`src/rtl/adc_rd_pkg.sv`:
```
package adc_rd_pkg;

    localparam int WORD_BITS = 24;
    localparam int DIV_BITS  = 8;
    localparam int MIN_HALF  = 2;

    typedef enum logic [2:0] {
        ST_IDLE,
        ST_ARM,
        ST_WAIT,
        ST_HIGH,
        ST_LOW,
        ST_XHI,
        ST_XLO
    } rd_state_e;

    typedef struct packed {
        logic pend;
        logic ovr;
    } rd_flags_t;

    function automatic logic is_clocking(rd_state_e s);
        return (s == ST_HIGH) || (s == ST_LOW) || (s == ST_XHI) || (s == ST_XLO);
    endfunction

endpackage

```
`src/rtl/adc_rd_sync.sv`:
```
module adc_rd_sync #(
    parameter int STAGES  = 2,
    parameter int LOW_RUN = 2
) (
    input  logic clk,
    input  logic rst,
    input  logic pin,
    output logic line,
    output logic rdy_low
);
    logic [STAGES-1:0]  chain_q;
    logic [LOW_RUN-2:0] low_hist_q;

    always_ff @(posedge clk) begin
        if (rst) begin
            chain_q <= '1;
        end else begin
            chain_q <= {chain_q[STAGES-2:0], pin};
        end
    end

    assign line = chain_q[STAGES-1];

    generate
        if (LOW_RUN == 2) begin : g_run2
            always_ff @(posedge clk) begin
                if (rst) low_hist_q <= '0;
                else     low_hist_q <= ~line;
            end
        end else begin : g_runn
            always_ff @(posedge clk) begin
                if (rst) low_hist_q <= '0;
                else     low_hist_q <= {low_hist_q[LOW_RUN-3:0], ~line};
            end
        end
    endgenerate

    assign rdy_low = ~line & (&low_hist_q);

endmodule

```
`src/rtl/adc_rd_half_timer.sv`:
```
module adc_rd_half_timer #(
    parameter int DIV_W    = 8,
    parameter int MIN_HALF = 2
) (
    input  logic             clk,
    input  logic             rst,
    input  logic             restart,
    input  logic [DIV_W-1:0] div_cfg,
    output logic             done
);
    localparam int CW = DIV_W + 1;

    logic [CW-1:0] cnt_q;
    logic [CW-1:0] lim;

    assign lim  = CW'(div_cfg) + CW'(MIN_HALF - 1);
    assign done = (cnt_q == lim);

    always_ff @(posedge clk) begin
        if (rst || restart) cnt_q <= '0;
        else                cnt_q <= cnt_q + 1'b1;
    end

endmodule

```
`src/rtl/adc_rd_shifter.sv`:
```
module adc_rd_shifter #(
    parameter int W = 24
) (
    input  logic         clk,
    input  logic         rst,
    input  logic         clear,
    input  logic         shift_en,
    input  logic         bit_in,
    output logic [W-1:0] data,
    output logic         last
);
    localparam int CW = $clog2(W);

    logic [CW-1:0] cnt_q;

    always_ff @(posedge clk) begin
        if (rst || clear) begin
            cnt_q <= '0;
            data  <= '0;
        end else if (shift_en) begin
            data  <= {data[W-2:0], bit_in};
            cnt_q <= last ? '0 : cnt_q + 1'b1;
        end
    end

    assign last = (cnt_q == CW'(W - 1));

endmodule

```
`src/rtl/adc_word_reader.sv`:
```
module adc_word_reader
    import adc_rd_pkg::*;
#(
    parameter int WORD_W      = WORD_BITS,
    parameter int DIV_W       = DIV_BITS,
    parameter int SYNC_STAGES = 2,
    parameter int LOW_RUN     = 2
) (
    input  logic              clk,
    input  logic              rst,
    input  logic              enable,
    input  logic              extra_clk_en,
    input  logic [DIV_W-1:0]  div_cfg,
    input  logic              word_ack,
    input  logic              rdy_dout,
    output logic              sclk,
    output logic [WORD_W-1:0] word_out,
    output logic              word_valid,
    output logic              overrun
);
    rd_state_e   st_q, st_n;
    logic        sclk_q, sclk_n;
    logic        line, rdy_low;
    logic        t_done, t_restart;
    logic        cap, start, done_word;
    logic        sh_last;
    logic [WORD_W-1:0] sh_data;
    logic [WORD_W-1:0] word_q;
    logic        valid_q;
    rd_flags_t   flags_q;

    adc_rd_sync #(.STAGES(SYNC_STAGES), .LOW_RUN(LOW_RUN)) u_sync (
        .clk(clk), .rst(rst), .pin(rdy_dout), .line(line), .rdy_low(rdy_low)
    );

    assign t_restart = !is_clocking(st_q) || t_done;

    adc_rd_half_timer #(.DIV_W(DIV_W), .MIN_HALF(MIN_HALF)) u_timer (
        .clk(clk), .rst(rst), .restart(t_restart), .div_cfg(div_cfg), .done(t_done)
    );

    adc_rd_shifter #(.W(WORD_W)) u_shift (
        .clk(clk), .rst(rst), .clear(start), .shift_en(cap), .bit_in(line),
        .data(sh_data), .last(sh_last)
    );

    always_comb begin
        st_n      = st_q;
        sclk_n    = sclk_q;
        cap       = 1'b0;
        start     = 1'b0;
        done_word = 1'b0;
        case (st_q)
            ST_IDLE: if (enable) st_n = ST_ARM;
            ST_ARM: begin
                if (!enable)   st_n = ST_IDLE;
                else if (line) st_n = ST_WAIT;
            end
            ST_WAIT: begin
                if (!enable) begin
                    st_n = ST_IDLE;
                end else if (rdy_low) begin
                    st_n   = ST_HIGH;
                    sclk_n = 1'b1;
                    start  = 1'b1;
                end
            end
            ST_HIGH: begin
                if (t_done) begin
                    st_n   = ST_LOW;
                    sclk_n = 1'b0;
                end
            end
            ST_LOW: begin
                if (t_done) begin
                    cap = 1'b1;
                    if (sh_last) begin
                        done_word = 1'b1;
                        if (extra_clk_en) begin
                            st_n   = ST_XHI;
                            sclk_n = 1'b1;
                        end else begin
                            st_n = ST_ARM;
                        end
                    end else begin
                        st_n   = ST_HIGH;
                        sclk_n = 1'b1;
                    end
                end
            end
            ST_XHI: begin
                if (t_done) begin
                    st_n   = ST_XLO;
                    sclk_n = 1'b0;
                end
            end
            ST_XLO: if (t_done) st_n = ST_ARM;
            default: begin
                st_n   = ST_IDLE;
                sclk_n = 1'b0;
            end
        endcase
    end

    always_ff @(posedge clk) begin
        if (rst) begin
            st_q    <= ST_IDLE;
            sclk_q  <= 1'b0;
            word_q  <= '0;
            valid_q <= 1'b0;
            flags_q <= '0;
        end else begin
            st_q    <= st_n;
            sclk_q  <= sclk_n;
            valid_q <= done_word;
            if (done_word) word_q <= {sh_data[WORD_W-2:0], line};
            if (word_ack)                   flags_q.ovr <= 1'b0;
            else if (start && flags_q.pend) flags_q.ovr <= 1'b1;
            if (done_word)     flags_q.pend <= 1'b1;
            else if (word_ack) flags_q.pend <= 1'b0;
        end
    end

    assign sclk       = sclk_q;
    assign word_out   = word_q;
    assign word_valid = valid_q;
    assign overrun    = flags_q.ovr;

endmodule

```
`config.mk`:
```
export PLATFORM = sky130hd
export DESIGN_NAME = adc_word_reader
export DESIGN_NICKNAME = d
export VERILOG_FILES = /design/src/rtl/adc_rd_pkg.sv /design/src/rtl/adc_rd_sync.sv /design/src/rtl/adc_rd_half_timer.sv /design/src/rtl/adc_rd_shifter.sv /design/src/rtl/adc_word_reader.sv
export SDC_FILE = /design/constraint.sdc
export NUM_CORES = 1
export LEC_CHECK = 0
export ABC_AREA = 0
export BUFFER_PORTS_ARGS = -buffer_cell sky130_fd_sc_hd__buf_2
export CORE_ASPECT_RATIO = 1.5
export CORE_MARGIN = 3
export CORE_UTILIZATION = 55
export DETAILED_ROUTE_END_ITERATION = 16
export GPL_ROUTABILITY_DRIVEN = 0
export GPL_TIMING_DRIVEN = 0
export PLACE_DENSITY_LB_ADDON = 0.05
export SLEW_MARGIN = 20
export SYNTH_ARGS = -nofsm -noshare
export SYNTH_HDL_FRONTEND = slang
export SYNTH_SLANG_ARGS = --single-unit
```
`constraint.sdc`:
```
create_clock -name clk -period 3.2 [get_ports clk]
set_input_delay 0.64 -clock clk [delete_from_list [all_inputs] [get_ports clk]]
set_output_delay 0.64 -clock clk [all_outputs]
set_load 0.01 [all_outputs]
```
==> summary.txt, run 1 <==
Run status
  • Outcome: finished, final reports clean

Final layout
  • Area delta synth->final: 14.74%
  • Final Net Count: roughly 430
  • Fillers: around 500
  • # diodes: 0
  • Post-Route Utilization: 66.60%
  • Fraction of layout cells with a size suffix above 1: between 15 and 20%

Critical path
  • CP endpoint: word_out[21]$_SDFFE_PP0P_
  • Reg2Reg Setup Slack: approximately 710 ps
  • Worst Path Required: roughly 3400 ps
  • CP Data Arrival Time: approximately 3000 ps
  • Critical path cell sequence: buf_2 > ha_1 > buf_6 > o21ba_1 > a221oi_1 > a21oi_1 > or4_4 > buf_6 > clkbuf_1 > o21ai_0 > a21oi_1
  • Critical Path Source: div_cfg[0]
  • CP max-delay cell: or4_4
  • Crit path max fanout: 10
  • CP startpoint kind: primary input
  • Reg2Reg Depth: 8
  • Reg2Reg Launch Point: u_timer.cnt_q[2]$_SDFF_PP0_
  • Max incr delay on CP: a little under 600 ps
  • Reg-to-Reg End: word_out[21]$_SDFFE_PP0P_
  • WS Path Type: in2reg
  • Crit end category: flop

Die
  • Die boundary width: 68.86 µm
  • Core area: roughly 5600 µm²
  • # IOs: 41
  • Die ar.: 6905 µm²
  • Die Y: ~100 µm
  • Initial core utilization: about three fifths
  • Rows: 33

Yosys
  • Ys Warns: 0
  • Synth Area per Inst: ~8.9 µm²
  • Yosys reg bits: 71
  • Post-synthesis sequential area ratio: between 40 and 50%
  • Post-synthesis cell area: 3259 µm²
  • EDFF count, synth: 0
  • Syn Nets: around 380
  • Synth cell types: 50
  • Syn Inst Count: around 370
  • Top_reg_cell synth: dfxtp_1
  • Async SR Flop Fraction: 0%

Timing
  • Final setup vio count: 0
  • Post-route minimum period: 2825 ps
  • Final Hold Slack: roughly 410 ps
  • Setup TNS: 0 ps
  • Slew margin rel.: 50.27%
  • Max Slew Vio Count: 0
  • Final Hold Fails: 0
  • Layout Skew: ~11 ps
  • Final period util: 88.27%
  • RSZ-0062 raised after global routing: no
  • Setup ws final: about 380 ps
  • Fmax: ~350 MHz
  • Worst-Margin Slew: 739.8 ps

GRT
  • First-pass GRT wire length: around 12,000 µm
  • Gr usage total: between 20 and 25%
  • Largest net degree at the start of global routing: 14
  • Vias in the first global route: around 2,700
  • Total grt overflow: 0
  • Antenna violations before repair: 0

Clock tree
  • Clock Tree Root: clkbuf_8
  • Resized cells post-CTS: 0
  • Worst-case clock buffer depth: 2
  • Postcts setup bufs: 0
  • H-tree depth: 3
  • CTS sink cnt: 71
  • CTS tree: done
  • Worst-path clk slew: 80 ps
  • CTS Buf Count: 9
  • Clk Latency, worst-skew pair: roughly 340 ps
  • Cts hold-fix bufs: 0

Run
  • # Max-Cap Violations: 0

Power
  • Power density over cell area: around 500 nW/µm²
  • Worst-case vdd ir drop: 353.3 µV
  • P_leak: 0.001365 µW
  • Design Power: around 1900 µW

Route
  • Post-route ant nets: 0
  • Starting DRT DRC Count: 170
  • Vias/cell: 5.600
  • DR WL met3: 281 µm
  • WL final: 7102 µm
  • DRC: 0
  • Uppermost layer routed: met4
  • Wl on met1: between 3000 and 4000 µm
  • WL/cell: roughly 14 µm
  • Met2 wire length: about 3600 µm
  • Length of the first detailed-routing pass in iterations: 4
  • Vias: 2,744

Hold path
  • Hold Crit Class: reg2reg

Place
  • Hpwl dp: 5165 µm
  • Place WS: -14.80 ps
  • # port buffers: 39
critical path: cells and delay by family:
kind	cells	cell delay, ps
and+or+nand+nor	1	580
adders and majority gates	1	210
AOI/OAI and AO/OA	5	920
buffers and inverters	4	680
cell families after synthesis:
| group | share of synthesized area (%) |
|---|---|
| adders and majority gates | 1.152 |
| DFF | 43.61 |
| xor gates and xnor gates | 5.106 |
| buffers and inverters | 4.952 |
| and+or+nand+nor | 22.34 |
| AOI/OAI and AO/OA | 13.59 |
| muxes | 9.251 |
synthesized netlist by cell type, drive strengths merged, types with 2 or more instances:
master | count | share of area (%)
dfxtp | 71 | 44
inv | 3 | 0.35
nand2 | 41 | 4.7
nand3 | 35 | 5.4
and4b | 2 | 0.61
nor4 | 2 | 0.77
and3 | 2 | 0.38
nand4 | 4 | 0.77
ha | 3 | 1.2
and4 | 2 | 0.54
nand2b | 3 | 0.58
xnor2 | 11 | 3.0
nand4b | 2 | 0.54
nor2b | 6 | 1.2
a211oi | 2 | 0.61
nor3 | 5 | 0.92
or2 | 5 | 0.96
nor2 | 17 | 2.0
mux2i | 29 | 8.9
clkbuf | 14 | 1.6
nor3b | 2 | 0.46
buf | 10 | 3.0
a21oi | 30 | 4.6
o211ai | 4 | 1.1
o21ai | 30 | 4.6
xor2 | 8 | 2.1
nand3b | 3 | 0.69
o21ba | 2 | 0.61
or3 | 4 | 0.77
stage by stage:
step / cells / instance area, µm²
final: 490 / 3740
after global routing: 490 / 3740
after CTS: 490 / 3740
after detailed placement: 474 / 3542
after global placement: 474 / 3542
after floorplan: 365 / 3259
power by group:
group / internal (µW) / switching (µW) / total [µW]
clock network: 366 / 349 / 715
registers: 900 / 9.55 / 910
logic: 94.3 / 152 / 246
total: 1360 / 511 / 1870
registers in the layout, indices dropped and copies added, names as in the netlist:
signal / cells
word_out: 24
u_shift.data: 23
u_timer.cnt_q: 9
u_shift.cnt_q: 5
st_q: 3
u_sync.chain_q: 2
flags_q: 1
overrun: 1
sclk: 1
u_sync.low_hist_q: 1
word_valid: 1
layout make-up:
class | count | area, µm² | area share (%)
plain buffers | 24 | 150.1 | 4.015
clock buffers | 10 | 127.6 | 3.412
clock inverters | 6 | 70.07 | 1.874
inverters | 3 | 11.26 | 0.3011
multi-input cells | 267 | 1677 | 44.83
flip-flops and latches | 71 | 1421 | 38.01
well taps | 70 | 87.58 | 2.342
repair buffers | 39 | 195.2 | 5.219
layout by cell type (no fill, tap or decap), types with 9 or more instances in the layout:
cell type  count
xnor2_1       11
clkbuf_1      15
a21oi_1       30
o21ai_0       30
clkbuf_8       9
buf_2         43
nand2_1       41
dfxtp_1       71
mux2i_1       29
nand3_1       35
nor2_1        16
worst min path at each step:
stage,from,end,slack (ps),cells after the start
after detailed placement,u_sync.chain_q[0]$_SDFF_PP1_,u_sync.chain_q[1]$_SDFF_PP1_,400,1
final,u_sync.chain_q[0]$_SDFF_PP1_,u_sync.chain_q[1]$_SDFF_PP1_,410,1
after floorplan,u_sync.chain_q[0]$_SDFF_PP1_,u_sync.chain_q[1]$_SDFF_PP1_,390,1
after global placement,u_sync.chain_q[0]$_SDFF_PP1_,u_sync.chain_q[1]$_SDFF_PP1_,390,1
after CTS,u_sync.chain_q[0]$_SDFF_PP1_,u_sync.chain_q[1]$_SDFF_PP1_,410,1
after global routing,u_sync.chain_q[0]$_SDFF_PP1_,u_sync.chain_q[1]$_SDFF_PP1_,430,1
layer usage:
metal / track usage (%) / up-vias
met4: 8.559 / 0
met3: 4.255 / 8
met5: 0 / -
met1: 28.14 / 1289
li1: - / 1390
met2: 39.04 / 57
(Power assumes the default switching activity.)
==> run 2: changes to the inputs <==
- HOLD_SLACK_MARGIN: not set -> 0.08
- SYNTH_HIERARCHICAL: not set -> 1
==> run 2 against run 1 <==
Final cell count down 3.1%. Setup slack worse by 200 ps. Global-route usage down 2.2 points. Total power down 1.7%. Critical path type unchanged.
==> summary.txt, run 2 <==
Timing
  • Post-route minimum period: ~3000 ps
  • Final period util: a little over nine tenths
  • Setup ws final: around 170 ps
  • Max Slew Vio Count: 0
  • Layout Skew: 9.152 ps
  • Worst-Margin Slew: 660.0 ps
  • Fmax: ~330 MHz
  • Slew margin rel.: between 50% and 60%
  • RSZ-0062 raised after global routing: no
  • Final Hold Fails: 0
  • Final Hold Slack: slightly above 400 ps
  • Final setup vio count: 0

Final layout
  • Area delta synth->final: 16.33%
  • Fraction of layout cells with a size suffix above 1: a little under 20%
  • Final Net Count: 417
  • Most common cell after layout, fill and taps aside: dfxtp_1
  • Most frequent cells in the layout: 71 x dfxtp_1, 59 x nand2_1, 45 x buf_2
  • Max reg flops: 24
  • # diodes: 0
  • Final std cell area, no fill: about 3600 µm²
  • Post-Layout Cell Count: approximately 480

Yosys
  • Syn Inst Count: roughly 350
  • Ys Warns: 6
  • Post-synthesis cell area: between 3000 and 4000 µm²
  • Synth Area per Inst: about 8.9 µm²
  • Syn Nets: between 300 and 400

Critical path
  • Worst Path Required: 3410 ps
  • CP top delay family: compound AO/OA/AOI/OAI gates
  • WS Path Type: in2reg
  • Buf+Inv Stages, Crit Path: 3
  • Critical path cell sequence: clkbuf_1 > and4_1 > nand2_1 > xnor2_1 > o311a_1 > a2111oi_4 > and4bb_1 > buf_6 > buf_4 > mux2i_1 > nor2_1
  • CP max-delay cell: a2111oi_4
  • Crit path max fanout: 10
  • Crit end category: flop
  • CP Data Arrival Time: around 3200 ps
  • CP startpoint kind: primary input
  • Max incr delay on CP: between 400 and 500 ps

Clock tree
  • CTS sink cnt: between 70 and 80
  • Clock Tree Root: clkbuf_8
  • Cts hold-fix bufs: 0
  • Worst-path clk slew: 70 ps
  • Clk Latency, worst-skew pair: between 300 and 400 ps
  • CTS Buf Count: 9
  • CTS tree: done
  • Worst-case clock buffer depth: 2
  • H-tree depth: 3

Die
  • Die ar.: between 6000 and 7000 µm²
  • Rows: 33
  • Die boundary width: roughly 67 µm
  • Core area: between 5000 and 6000 µm²
  • Die Y: roughly 98 µm
  • # IOs: 41
  • Initial core utilization: between 50% and 60%

Route
  • Starting DRT DRC Count: around 160
  • WL final: around 6300 µm
  • DRC: 0
  • Vias/cell: about 5.3
  • Post-route ant nets: 0
  • Length of the first detailed-routing pass in iterations: 4
  • WL/cell: roughly 13 µm
  • Vias: roughly 2,500

Hold path
  • Hold Crit Class: reg2reg

Place
  • # port buffers: 39
  • Placed Cells: 458
  • Place WS: -338.6 ps
  • DP Area: 3402 µm²
  • Hpwl dp: 4517 µm

Power
  • Power density over cell area: between 500 and 600 nW/µm²
  • P_leak: ~0.0013 µW
  • Worst-case vdd ir drop: 413.8 µV

Run
  • # Max-Cap Violations: 0

GRT
  • First-pass GRT wire length: 10,770 µm
  • Gr usage total: 20.77%
  • Largest net degree at the start of global routing: 14
  • Vias in the first global route: 2,454
  • Antenna violations before repair: 0
  • Total grt overflow: 0

Run status
  • Outcome: finished, final reports clean
==> run 2: worst register-to-register path, cell delays in order (launching register included) <==
cell and delay, ps:
dfxtp_1 300, clkbuf_1 190, or4b_4 590, a2111oi_4 500, and4bb_1 360, buf_6 180, buf_4 220, mux2i_1 240
nor2_1 60
==> run 2: cell type report <==
| cell class | instances | area [µm²] |
|---|---|---|
| Clock buffer | 10 | 137.6 |
| Sequential cell | 71 | 1421 |
| Tap cell | 70 | 87.58 |
| Clock inverter | 6 | 68.82 |
| Inverter | 4 | 15.01 |
| Multi-Input combinational cell | 251 | 1560 |
| Fill cell | 488 | 1863 |
| Buffer | 23 | 135.1 |
| Timing Repair Buffer | 40 | 202.7 |
==> run 2: where the power goes <==
part           switching [µW]  total [µW]  internal [µW]
registers                17.8         914            896
clock network             342         725            383
logic                     104         200           96.5
==> run 2: metal layers <==
layer | global-route usage (%) | wire (µm)
met5 | 0 | 0
met3 | 4.373 | 258
met4 | 8.594 | 108
met2 | 35.26 | 3243
met1 | 24.56 | 2716
==> run 2: worst paths after layout <==
path	startpoint	endpoint	slack, ps	depth (start not counted)
setup reg to reg	u_timer/cnt_q[2]$_SDFF_PP0_	u_shift/data[0]$_SDFFE_PP0P_	440	8
setup / recovery	div_cfg[3]	u_shift/data[0]$_SDFFE_PP0P_	170	11
hold reg to reg	u_sync/chain_q[0]$_SDFF_PP1_	u_sync/chain_q[1]$_SDFF_PP1_	410	1
hold / removal	u_sync/chain_q[0]$_SDFF_PP1_	u_sync/chain_q[1]$_SDFF_PP1_	410	1
==> run 2: per-stage QoR <==
| step | utilization (%) | total power (µW) | TNS (ps) |
|---|---|---|---|
| detailed placement | 61.95 | 1129 | -12460 |
| floorplan | - | 1085 | 0 |
| global route | 66.07 | 1922 | 0 |
| global placement | 61.95 | 1123 | -10630 |
| finish | 66.07 | 1839 | 0 |
| CTS | 65.94 | 1855 | 0 |
==> run 2: timing repair <==
item / 4_1_cts / 5_1_grt
endpoints found under the setup margin: 1 / 8
hold endpoints to repair: 0 / 0
cloned: 0 / 0
setup buffers: 0 / 1
gates resized for setup: 1 / 0
pin swaps: 0 / 1
==> run 3: changes to the inputs <==
--- a/config.mk
+++ b/config.mk
@@ -7,3 +7,3 @@
 export LEC_CHECK = 0
-export ABC_AREA = 0
+export ABC_AREA = 1
 export BUFFER_PORTS_ARGS = -buffer_cell sky130_fd_sc_hd__buf_2
@@ -17,2 +17,3 @@
 export PLACE_DENSITY_LB_ADDON = 0.05
+export SETUP_SLACK_MARGIN = 0.5
 export SLEW_MARGIN = 20
--- a/constraint.sdc
+++ b/constraint.sdc
@@ -3,2 +3,2 @@
 set_output_delay 0.64 -clock clk [all_outputs]
-set_load 0.01 [all_outputs]
+set_load 0.02 [all_outputs]
==> run 3 against run 2 <==
Register-to-register slack improved by 580 ps. Wire length increased by 9.4%. Combinational power rose by 140%. Total power up 17%. Non-clock buffer count decreased by 2. Die area rose by 5.7%. Global-route usage grew 0.19 points. Clock power about the same. Critical endpoint is now u_shift/cnt_q[3]$_SDFFE_PP0P_. Sequential power up 2%. Synthesized cell count is 34% higher. Final cell count increased by 26%.
==> summary.txt, run 3 <==
Route
  • Starting DRT DRC Count: between 100 and 150
  • Vias: approximately 3,000
  • WL/cell: ~12 µm
  • Post-route ant nets: 0
  • Length of the first detailed-routing pass in iterations: 4
  • WL final: slightly below 7000 µm
  • DRC: 0
  • Vias/cell: 5.025

Die
  • Initial core utilization: 56.85%
  • Rows: 34
  • # IOs: 41
  • Die Y: 101.1 µm
  • Core area: approximately 5800 µm²
  • Die boundary width: 69.37 µm
  • Die ar.: 7010 µm²

GRT
  • Antenna violations before repair: 0
  • Largest net degree at the start of global routing: 14
  • Vias in the first global route: 2,779
  • First-pass GRT wire length: between 10,000 and 15,000 µm
  • Gr usage total: 20.96%
  • Total grt overflow: 0

Timing
  • Max Slew Vio Count: 0
  • Layout Skew: approximately 11 ps
  • Post-route minimum period: ~2400 ps
  • Worst-Margin Slew: roughly 440 ps
  • Setup ws final: around 780 ps
  • Slew margin rel.: 70.81%
  • Final Hold Slack: ~450 ps
  • Final Hold Fails: 0
  • Fmax: 412.8 MHz
  • Final setup vio count: 0
  • RSZ-0062 raised after global routing: no
  • Final period util: 75.70%
  • Setup TNS: 0 ps

Critical path
  • Reg2Reg Launch Point: u_timer/cnt_q[4]$_SDFF_PP0_
  • Crit end category: flop
  • Worst Path Required: between 3000 and 4000 ps
  • Max incr delay on CP: roughly 290 ps
  • Critical path cell sequence: buf_2 > ha_1 > inv_1 > nand2_1 > nand2_1 > nor2_1 > nand2_1 > nor2_1 > nand3_1 > nor2_1 > inv_2 > nor2_8 > buf_6 > buf_6 > nand3_1 > o21ai_2 > a21oi_1
  • WS Path Type: in2reg
  • CP max-delay cell: ha_1
  • Crit path max fanout: 11
  • CP Data Arrival Time: between 2000 and 3000 ps
  • CP startpoint kind: primary input
  • Critical Path Source: div_cfg[0]

Power
  • Comb power frac: 22.8%
  • Design Power: ~2100 µW
  • Switch share: a little under a third
  • Reg power frac: between 40% and 50%
  • Clock power share: roughly a third
  • Switching Power: ~670 µW
  • P_leak: 0.001786 µW
  • Worst-case vdd ir drop: 351.5 µV
  • Int Power: between 1000 and 1500 µW
  • Power density over cell area: about 560 nW/µm²

Hold path
  • Hold Crit Class: reg2reg
  • Hold path start: u_sync/chain_q[0]$_SDFF_PP1_

Run status
  • Outcome: finished, final reports clean

Clock tree
  • Clk Latency, worst-skew pair: 340 ps
  • Clock Tree Root: clkbuf_8
  • Worst-case clock buffer depth: 2
  • CTS Buf Count: 9
  • H-tree depth: 3
  • Worst-path clk slew: 70 ps
  • CTS tree: done
  • CTS sink cnt: 71

Final layout
  • Final Net Count: between 500 and 600
  • Post-Route Utilization: around two thirds
  • # diodes: 0
  • Most frequent cells in the layout: 94 x nor2_1, 92 x nand2_1, 71 x dfxtp_1
  • Max reg flops: 24
  • Area delta synth->final: 15.33%
  • Most common cell after layout, fill and taps aside: nor2_1
  • Fraction of layout cells with a size suffix above 1: between 15 and 20%

Run
  • # Max-Cap Violations: 0

Yosys
  • Syn Inst Count: between 400 and 500
  • Post-synthesis cell area: approximately 3300 µm²
  • Synth Area per Inst: slightly above 7 µm²
  • Ys Warns: 6
  • Syn Nets: between 400 and 500

Place
  • Place WS: 279.8 ps
  • Hpwl dp: 5188 µm
  • # port buffers: 40
## run 3: critical path: cells and delay by family
family | cells | cell delay (ps)
AND/OR/NAND/NOR | 9 | 890
buffers and inverters | 5 | 580
adder cells (fa/ha/maj) | 1 | 290
AO/OA/AOI/OAI | 2 | 260
## run 3: metal layers
| metal | vias up | share of wire (%) | global-route usage (%) |
|---|---|---|---|
| met2 | 31 | 53 | 38.68 |
| met1 | 1363 | 43 | 23.90 |
| met5 | - | 0 | 0 |
| met4 | 0 | 1.5 | 9.023 |
| met3 | 9 | 2.6 | 2.994 |
| li1 | 1602 | - | - |
## run 3: path summary, 6_finish.rpt
path,endpoint,slack [ps],depth (start not counted)
worst max register to register,u_shift/cnt_q[3]$_SDFFE_PP0P_,1020,15
worst max-delay path,u_shift/cnt_q[3]$_SDFFE_PP0P_,780,17
worst min register to register,u_sync/chain_q[1]$_SDFF_PP1_,450,2
worst min-delay path,u_sync/chain_q[1]$_SDFF_PP1_,450,2
## run 3: layout make-up
type                       count  area [µm²]
buffer                        20       147.6
clock inverter                 6       68.82
multi-input combinational    337        1592
clock buffer                  10       137.6
fill                         549        2007
sequential                    71        1421
tap                           72       90.09
inverter                      41       156.4
timing repair buffer          41       207.7
## run 3: repair_timing
action,4_1_cts,5_1_grt
endpoints found under the setup margin,0,33
gates resized for setup,0,4
buffers inserted,0,1
hold buffers,0,0
## run 3: power by group through the flow
stage / registers [µW] / logic [µW] / clock network (µW)
after floorplan: 954 / 387 / 0
after detailed placement: 953 / 486 / 0
after global placement: 951 / 476 / 0
final: 931 / 489 / 725
after global routing: 934 / 561 / 772
after CTS: 932 / 487 / 744
## run 3: through the flow
stage,instances,cell area (µm²)
6_report,598,3821
5_1_grt,598,3821
4_1_cts,597,3810
3_5_place_dp,581,3603
3_3_place_gp,581,3603
2_1_floorplan,469,3313
